`config.mk`:
```
export PLATFORM = sky130hd
export DESIGN_NAME = flash_op_status
export DESIGN_NICKNAME = d
export VERILOG_FILES = /design/src/rtl/flash_status_pkg.sv /design/src/rtl/flash_op_timer.sv /design/src/rtl/flash_word_array.sv /design/src/rtl/flash_status_mux.sv /design/src/rtl/flash_op_status.sv
export SDC_FILE = /design/constraint.sdc
export NUM_CORES = 2
export LEC_CHECK = 0
export BUFFER_PORTS_ARGS = -buffer_cell sky130_fd_sc_hd__buf_4
export CORE_MARGIN = 3
export CORE_UTILIZATION = 40
export CTS_CLUSTER_DIAMETER = 120
export CTS_CLUSTER_SIZE = 10
export DETAILED_ROUTE_END_ITERATION = 8
export GPL_TIMING_DRIVEN = 1
export MAX_ROUTING_LAYER = met4
export PLACE_DENSITY_LB_ADDON = 0.3
export REMOVE_ABC_BUFFERS = 1
export SLEW_MARGIN = 20
export SYNTH_ARGS = -nofsm -noshare
export SYNTH_HDL_FRONTEND = slang
export SYNTH_SLANG_ARGS = --single-unit
```
`constraint.sdc`:
```
create_clock -name clk -period 6.47 [get_ports clk]
set_clock_uncertainty 0.05 [all_clocks]
set_input_delay 0.9705 -clock clk [delete_from_list [all_inputs] [get_ports clk]]
set_output_delay 0.9705 -clock clk [all_outputs]
set_load 0.05 [all_outputs]
```
`src/rtl/flash_status_pkg.sv`:
```
// Shared operation encoding for the flash status reporter.
package flash_status_pkg;
    typedef enum logic [1:0] {
        OP_PROG  = 2'd0,
        OP_PAGE  = 2'd1,
        OP_BLOCK = 2'd2,
        OP_CHIP  = 2'd3
    } flash_op_e;
endpackage

```
`src/rtl/flash_op_timer.sv`:
```
// Operation sequencer: accepts a start while idle and latches the operation,
// address and data. It counts the selected duration down and pulses 'done'
// on the last busy cycle. Assumes every duration parameter is at least 1.
// A low halt_n ends the operation with no commit.
module flash_op_timer
    import flash_status_pkg::*;
#(
    parameter int AW      = 6,
    parameter int DW      = 16,
    parameter int T_PROG  = 6,
    parameter int T_PAGE  = 8,
    parameter int T_BLOCK = 10,
    parameter int T_CHIP  = 12
) (
    input  logic          clk,
    input  logic          rst_n,
    input  logic          halt_n,
    input  logic          start,
    input  flash_op_e     op_type,
    input  logic [AW-1:0] addr,
    input  logic [DW-1:0] wdata,
    output logic          busy,
    output logic          done,
    output flash_op_e     op_q,
    output logic [AW-1:0] addr_q,
    output logic [DW-1:0] data_q
);
    localparam int T_MAX1 = (T_PROG > T_PAGE) ? T_PROG : T_PAGE;
    localparam int T_MAX2 = (T_BLOCK > T_CHIP) ? T_BLOCK : T_CHIP;
    localparam int T_MAX  = (T_MAX1 > T_MAX2) ? T_MAX1 : T_MAX2;
    localparam int CNT_W  = $clog2(T_MAX + 1);

    logic [CNT_W-1:0] cnt;
    logic [CNT_W-1:0] dur_sel;
    logic             accept;

    // Pick the duration of the requested operation.
    always_comb begin
        case (op_type)
            OP_PROG:  dur_sel = CNT_W'(T_PROG);
            OP_PAGE:  dur_sel = CNT_W'(T_PAGE);
            OP_BLOCK: dur_sel = CNT_W'(T_BLOCK);
            default:  dur_sel = CNT_W'(T_CHIP);
        endcase
    end

    assign accept = start && !busy && halt_n;
    assign done   = busy && halt_n && (cnt == CNT_W'(1));

    // Start, count down, finish or abort.
    always_ff @(posedge clk) begin
        if (!rst_n) begin
            busy   <= 1'b0;
            cnt    <= '0;
            op_q   <= OP_PROG;
            addr_q <= '0;
            data_q <= '0;
        end else if (!halt_n) begin
            busy <= 1'b0;
            cnt  <= '0;
        end else if (accept) begin
            busy   <= 1'b1;
            cnt    <= dur_sel;
            op_q   <= op_type;
            addr_q <= addr;
            data_q <= wdata;
        end else if (busy) begin
            cnt <= cnt - CNT_W'(1);
            if (cnt == CNT_W'(1)) begin
                busy <= 1'b0;
            end
        end
    end
endmodule

```
`src/rtl/flash_word_array.sv`:
```
// Behavioural word array. On 'commit' it applies the latched operation:
// a program ANDs the data into one word, and an erase sets every word of
// the aligned page, block or whole array to all ones. Assumes
// PAGE_AW <= BLOCK_AW < AW. Reset fills the array with ones.
module flash_word_array
    import flash_status_pkg::*;
#(
    parameter int AW       = 6,
    parameter int DW       = 16,
    parameter int PAGE_AW  = 2,
    parameter int BLOCK_AW = 4
) (
    input  logic          clk,
    input  logic          rst_n,
    input  logic          commit,
    input  flash_op_e     op,
    input  logic [AW-1:0] tgt_addr,
    input  logic [DW-1:0] tgt_data,
    input  logic [AW-1:0] rd_addr,
    output logic [DW-1:0] rd_word
);
    localparam int DEPTH = 1 << AW;

    logic [DW-1:0]    mem [DEPTH];
    logic [DEPTH-1:0] hit;

    for (genvar i = 0; i < DEPTH; i++) begin : g_hit
        localparam logic [AW-1:0] IA = AW'(i);
        // Decide whether word i lies in the target region.
        always_comb begin
            case (op)
                OP_PROG:  hit[i] = (tgt_addr == IA);
                OP_PAGE:  hit[i] = (tgt_addr[AW-1:PAGE_AW] == IA[AW-1:PAGE_AW]);
                OP_BLOCK: hit[i] = (tgt_addr[AW-1:BLOCK_AW] == IA[AW-1:BLOCK_AW]);
                default:  hit[i] = 1'b1;
            endcase
        end
    end

    // Apply the committed operation to every selected word.
    always_ff @(posedge clk) begin
        for (int i = 0; i < DEPTH; i++) begin
            if (!rst_n) begin
                mem[i] <= '1;
            end else if (commit && hit[i]) begin
                mem[i] <= (op == OP_PROG) ? (mem[i] & tgt_data) : '1;
            end
        end
    end

    assign rd_word = mem[rd_addr];
endmodule

```
`src/rtl/flash_status_mux.sv`:
```
// Read path: gates the bus with the read strobe and halt, and keeps the
// toggle bit, which flips on each rising read strobe while busy. It returns
// either the array word or the status word. Assumes DW >= 8.
module flash_status_mux
    import flash_status_pkg::*;
#(
    parameter int DW = 16
) (
    input  logic          clk,
    input  logic          rst_n,
    input  logic          halt_n,
    input  logic          ce_n,
    input  logic          oe_n,
    input  logic          busy,
    input  flash_op_e     op_q,
    input  logic          prog_bit7,
    input  logic [DW-1:0] arr_word,
    output logic          dq_en,
    output logic [DW-1:0] rd_data
);
    logic          strobe;
    logic          strobe_q;
    logic          tog_q;
    logic [DW-1:0] status;

    assign strobe = !ce_n && !oe_n && halt_n;
    assign dq_en  = strobe;

    // Remember the strobe and flip the toggle bit on each new busy read.
    always_ff @(posedge clk) begin
        if (!rst_n) begin
            strobe_q <= 1'b0;
            tog_q    <= 1'b0;
        end else begin
            strobe_q <= strobe;
            if (busy && strobe && !strobe_q) begin
                tog_q <= ~tog_q;
            end
        end
    end

    // Build the status word shown while an operation runs.
    always_comb begin
        status    = '0;
        status[7] = (op_q == OP_PROG) ? ~prog_bit7 : 1'b0;
        status[6] = tog_q;
    end

    // Select what goes onto the bus.
    always_comb begin
        if (!dq_en) begin
            rd_data = '0;
        end else if (busy) begin
            rd_data = status;
        end else begin
            rd_data = arr_word;
        end
    end
endmodule

```
`src/rtl/flash_op_status.sv`:
```
// Top level of the flash program/erase status reporter. It ties the
// sequencer, the array and the read path together. The ready line is
// modelled as a pull-low request that is high while busy. Assumes the
// host holds addr steady during a read.
module flash_op_status
    import flash_status_pkg::*;
#(
    parameter int AW       = 6,
    parameter int DW       = 16,
    parameter int PAGE_AW  = 2,
    parameter int BLOCK_AW = 4,
    parameter int T_PROG   = 6,
    parameter int T_PAGE   = 8,
    parameter int T_BLOCK  = 10,
    parameter int T_CHIP   = 12
) (
    input  logic          clk,
    input  logic          rst_n,
    input  logic          halt_n,
    input  logic          start,
    input  logic [1:0]    op_type,
    input  logic [AW-1:0] addr,
    input  logic [DW-1:0] wdata,
    input  logic          ce_n,
    input  logic          oe_n,
    output logic [DW-1:0] rd_data,
    output logic          dq_en,
    output logic          rdy_pull_low
);
    logic          busy;
    logic          done;
    flash_op_e     cur_op;
    logic [AW-1:0] tgt_addr;
    logic [DW-1:0] tgt_data;
    logic [DW-1:0] arr_word;

    flash_op_timer #(
        .AW(AW), .DW(DW),
        .T_PROG(T_PROG), .T_PAGE(T_PAGE), .T_BLOCK(T_BLOCK), .T_CHIP(T_CHIP)
    ) i_timer (
        .clk    (clk),
        .rst_n  (rst_n),
        .halt_n (halt_n),
        .start  (start),
        .op_type(flash_op_e'(op_type)),
        .addr   (addr),
        .wdata  (wdata),
        .busy   (busy),
        .done   (done),
        .op_q   (cur_op),
        .addr_q (tgt_addr),
        .data_q (tgt_data)
    );

    flash_word_array #(
        .AW(AW), .DW(DW), .PAGE_AW(PAGE_AW), .BLOCK_AW(BLOCK_AW)
    ) i_array (
        .clk     (clk),
        .rst_n   (rst_n),
        .commit  (done),
        .op      (cur_op),
        .tgt_addr(tgt_addr),
        .tgt_data(tgt_data),
        .rd_addr (addr),
        .rd_word (arr_word)
    );

    flash_status_mux #(
        .DW(DW)
    ) i_mux (
        .clk      (clk),
        .rst_n    (rst_n),
        .halt_n   (halt_n),
        .ce_n     (ce_n),
        .oe_n     (oe_n),
        .busy     (busy),
        .op_q     (cur_op),
        .prog_bit7(tgt_data[7]),
        .arr_word (arr_word),
        .dq_en    (dq_en),
        .rd_data  (rd_data)
    );

    assign rdy_pull_low = busy;
endmodule

```
---- Word level (Yosys, flattened, before mapping) ----
Memory sizes are Yosys's and may differ from the RTL's.
Cells that the tools add are included.
operators by class
  $add $sub $neg .......................... 1
  multipliers ............................. 0
  divide/modulo/power cells ............... 0
  order comparisons ....................... 0
  eq/ne operators ......................... 86
  shifts and indexed selects .............. 0
  muxes and demuxes ....................... 394
  bitwise gates (word level) .............. 130
  reduce and logical (&&, ||, !) cells .... 84
operator list
  kind                                                             number
  16-bit 2-to-1 mux                                                130
  16-bit AND                                                       64
  1-bit 2-to-1 mux                                                 197
  6-bit == test, second input constant                             32
  1-bit one-hot mux with 3 select lines                            64
  6-bit by 5-bit == test with 1-bit output, second input constant  16
  1-bit logical AND                                                72
  1-bit bitwise OR                                                 64
  6-bit by 4-bit == test with 1-bit output, second input constant  8
  4-bit == test, second input constant                             8
  6-bit by 3-bit == test with 1-bit output, second input constant  4
  4-bit by 3-bit == test with 1-bit output, second input constant  4
  6-bit by 2-bit == test with 1-bit output, second input constant  2
  4-bit one-hot mux with 3 select lines                            1
  2-bit == test, second input constant                             4
  4-bit by 1-bit == test with 1-bit output, second input constant  2
  4-bit by 2-bit == test with 1-bit output, second input constant  2
  4-bit 2-to-1 mux                                                 2
  2-bit by 1-bit == test with 1-bit output, second input constant  3
  6-bit by 1-bit == test with 1-bit output, second input constant  1
  2-bit logical NOT                                                3
  6-bit logical NOT                                                1
  1-bit logical NOT                                                4
  4-bit logical NOT                                                1
  4 further kinds                                                  6
word-level totals
  bits in registers ....................... 31
  latch bits .............................. 0
  bits in writable memories ............... 1024
  bits in read-only memories .............. 0
  logic and storage cells ................. 703
  memories ................................ 1
memory list
  memory       depth  width  rd ports  clocked after Yosys merged registers in  write ports  line                    source
  i_array.mem  64     16     65        0                                        64           flash_word_array.sv:24  logic [DW-1:0] mem [DEPTH];

---- Depth between registers and ports, before layout ----
  word-level depth ........................ 7
  gate-level depth with buffers ........... 10
  mapped depth without buffers ............ 7

---- Hierarchy ----
Synthesis repeated with hierarchy kept, for this count alone.
second synthesis, totals
  cell total of the unflattened synthesis .. 3313
  area, all modules ....................... 50896.3 um^2
by module, submodules not included
  module            times used  cells an instance  area each (um^2)  sequential area each (um^2)
  flash_word_array  1           3141               49331.1           30749.5
  flash_op_timer    1           142                1315.0            580.6
  flash_status_mux  1           30                 250.2             40.0

---- Least setup slack after synthesis ----
Ideal clock, no wire load.
  path kind ............................... input to output
  start ................................... input port oe_n
  end ..................................... output port rd_data[7]
  data arrival time ....................... 3254 ps
  slack ................................... 2196 ps
  stages on the path ...................... 4
  path through ............................ nor3b_1 nand2_1 or4_1 nand3_1
on the way
  longest elaborated chain between the ends .. 4
ends and longest elaborated chain
  item                             line                    source
  from (decl)                      flash_op_status.sv:25   input logic oe_n,
  1-bit logical NOT                flash_status_mux.sv:26  assign strobe = !ce_n && !oe_n && halt_n;
  1-bit logical AND (2 in series)  flash_status_mux.sv:26
  16-bit 2-to-1 mux                flash_status_mux.sv:51  if (!dq_en) begin
  to (decl)                        flash_op_status.sv:26   output logic [DW-1:0] rd_data,
Every way passes these cells.

---- Worst setup path after layout ----
  start ................................... input port addr[0]
  end ..................................... output port rd_data[10]
on the way
  longest elaborated chain between the ends .. 3
ends and longest elaborated chain
  item                     line                    source
  from (decl)              flash_op_status.sv:22   input logic [AW-1:0] addr,
  memory read 64 x 16 bit  n/a
  16-bit 2-to-1 mux        flash_status_mux.sv:53  end else if (busy) begin
  16-bit 2-to-1 mux        flash_status_mux.sv:51
Every way passes these cells.

==> flow_summary.ini <==
[die]
io_pins = 48
core-area_mm2 = 0.1257
dieArea_mm2 = 0.1311
row_count = 130
die-height_um = 362.1
start_util_pct = 40.34
die_w_um = 362.1

[worst_setup_path]
worstPathMaxFanout = 66
r2r_slack_ps = 2820
path_class = in -> out
r2r_end = i_array.mem[61][0]$_SDFFCE_PN1P_
cp-start-kind = input port
reg2reg_from = i_timer.op_q[1]$_SDFFE_PN0P_
required_ps = 5450
r2r.worst_path.cells = 4
cp_data_arrival_time_ps = 4120
end_kind = output pin

[timing]
fin_hold_ws_ps = 442.9
min_period_ps = 5140
report.final.hold_viol_count = 0
worstMarginPinSlew_ps = 1172
max_freq_mhz = 194.5
relSlewSlack_pct = 21.68
rsz0062_at_grt = no
tns_ps = 0
fin_crit_sh_pct = 79.45
slew_violations = 0
setup_violations = 0
timing.final.ws_setup_ps = 1330

[clock_network]
clock-sinks = 1055
clockBufferDepth = 3
cts_htree_levels = 3
cts_setup_buffers = 0
clk_pin_slew_ps = 60
cts_hold_buf = 0
cts_resized = 0
cts_tree = done
insertion_delay_ps = 720
cts_made_buffers = 115
cts-root-buf = clkbuf_16

[finish]
drive_gt1_share_pct = 14.62
layout_common_cells = nand2_1, edfxtp_1, mux4_2
areaGrowthSynthToFinish_pct = 9.908
final_common_cell = nand2_1
nNetsFinal = 4049
instances_no_fill = 5705
num_antenna_cells = 0

[synthesis]
synth-main-ff-cell = edfxtp_1
synth_area_mm2 = 0.05071
yosys.cell_types.count = 58
avgSynthCellArea_um2 = 12.37
yosys_register_bits = 1055
ys_seq_area_share_pct = 61.86
synth_edf_count = 1024
yosysWarnings = 0
synth-async-reset-ratio_pct = 0
synthCells = 4100

[global_routing]
antenna_found_initial = 0
grt_pass1_vias = 32780
grt_max_degree = 77
overflow = 0
grt_pass1_wl_um = 227000
grt_use_total_pct = 23.97

[drt]
ant_nets = 0
wl_um = 154300
via_count = 34010
drt-initial-drc-count = 4929
wire_per_inst_um = 27.05
drc_errors = 0
first_pass_iters = 6
via_per_inst = 5.961

[min_path]
hold_start = i_timer.cnt[3]$_SDFFE_PN0P_
hold_path.class = reg -> reg
hold_depth = 2
holdPathEnd = i_timer.cnt[3]$_SDFFE_PN0P_

[power]
p_per_area_mw_per_mm2 = 256.8
fin_total_pwr_mw = 14.31
p_leak_nw = 14.21
irDropWorstVdd_mv = 0.2467

[place]
dp.cells = 5546
dpl.hpwl_um = 94680
port_buffers = 47
place_congestion = 0.9221
place_ws_ps = 1339

[run_status]
status = finished, final reports clean

[flow_run]
drv_cap = 0
[cell type report]
| cell class | count | area (um^2) |
|---|---|---|
| fill | 11440 | 69990 |
| sequential | 1055 | 31430 |
| multi-input combinational | 2716 | 18040 |
| clock buffer | 152 | 3059 |
| tap | 1650 | 2064 |
| timing repair buffer | 119 | 1007 |
| clock inverter | 6 | 116.4 |
| inverter | 7 | 26.28 |
[per-stage QoR]
step | cell area [um^2] | utilization (%)
CTS | 55670 | 44.28
global placement | 52490 | 41.75
floorplan | 49260 | -
detailed placement | 52500 | 41.75
global route | 55740 | 44.33
finish | 55740 | 44.33
[synth_stat cells (4+ instances only)]
library cell / n / area (um^2)
o211ai_1: 6 / 45.04
o211a_1: 18 / 180.2
a211oi_1: 28 / 210.2
clkbuf_1: 183 / 686.9
dfxtp_1: 31 / 620.6
buf_6: 6 / 67.56
a221oi_1: 6 / 52.55
nor2b_1: 11 / 68.82
nand3_1: 28 / 140.1
a21oi_1: 28 / 140.1
edfxtp_1: 1024 / 30750
a31oi_1: 14 / 87.58
buf_2: 104 / 520.5
ha_1: 5 / 62.56
nor3_2: 9 / 90.09
a21boi_0: 25 / 187.7
a21o_1: 246 / 1847
nand2_1: 1707 / 6407
buf_1: 7 / 26.28
mux2i_1: 48 / 480.5
clkbuf_2: 4 / 20.02
mux4_2: 281 / 6329
a22oi_1: 21 / 157.7
and2_1: 18 / 112.6
inv_1: 6 / 22.52
o22ai_1: 22 / 137.6
nor3_1: 5 / 25.02
o21ai_1: 11 / 55.05
o21ai_0: 62 / 310.3
or3b_2: 4 / 35.03
a211oi_2: 5 / 62.56
buf_4: 18 / 135.1
nand2b_1: 19 / 118.9
nor2_1: 50 / 187.7
[worst max-delay path by stage]
stage | startpoint | to | slack [ps]
after global placement | addr[0] | rd_data[10] | 1340
after global routing | addr[0] | rd_data[10] | 1150
after floorplan | oe_n | rd_data[7] | 2200
after CTS | addr[0] | rd_data[10] | 1340
final | addr[0] | rd_data[10] | 1330
after detailed placement | addr[0] | rd_data[10] | 1340
[routing by layer]
metal / part of all wire [%] / routed length, um / vias up / track usage, %
li1: - / - / 14590 / -
met1: 42 / 64090 / 17380 / 33.52
met3: 11 / 16220 / 256 / 5.244
met5: 0 / 0 / - / -
met4: 3.1 / 4727 / 0 / 6.891
met2: 45 / 69300 / 1782 / 35.32
[critical path: stages]
cell and delay, ps:
buf_8 590, buf_4 560, mux4_2 560, mux4_2 490, nand3_1 100, o211ai_1 360
buf_4 350
[registers in the layout, indices dropped and copies added (netlist names)]
name,flops
i_timer.data_q,16
i_array.mem,1024
i_mux.strobe_q,1
i_timer.op_q,2
i_mux.tog_q,1
i_timer.cnt,4
i_timer.addr_q,6
i_timer.busy,1
[report_power, final]
part	total, mW	internal (mW)	switching, mW
sequential	7.63	7.50	0.133
clock	5.92	3.26	2.66
combinational	0.762	0.218	0.545
total	14.3	11.0	3.34
[kinds of logic after synthesis]
| kind of cell | after synthesis | synth area share (%) |
|---|---|---|
| simple gates | 1881 | 14.67 |
| mux | 329 | 13.43 |
| flops | 1055 | 61.86 |
| buf+inv | 329 | 2.924 |
| fa+ha+maj | 5 | 0.1234 |
| compound gates | 501 | 7.004 |
Power figures use the tool's default switching activity.
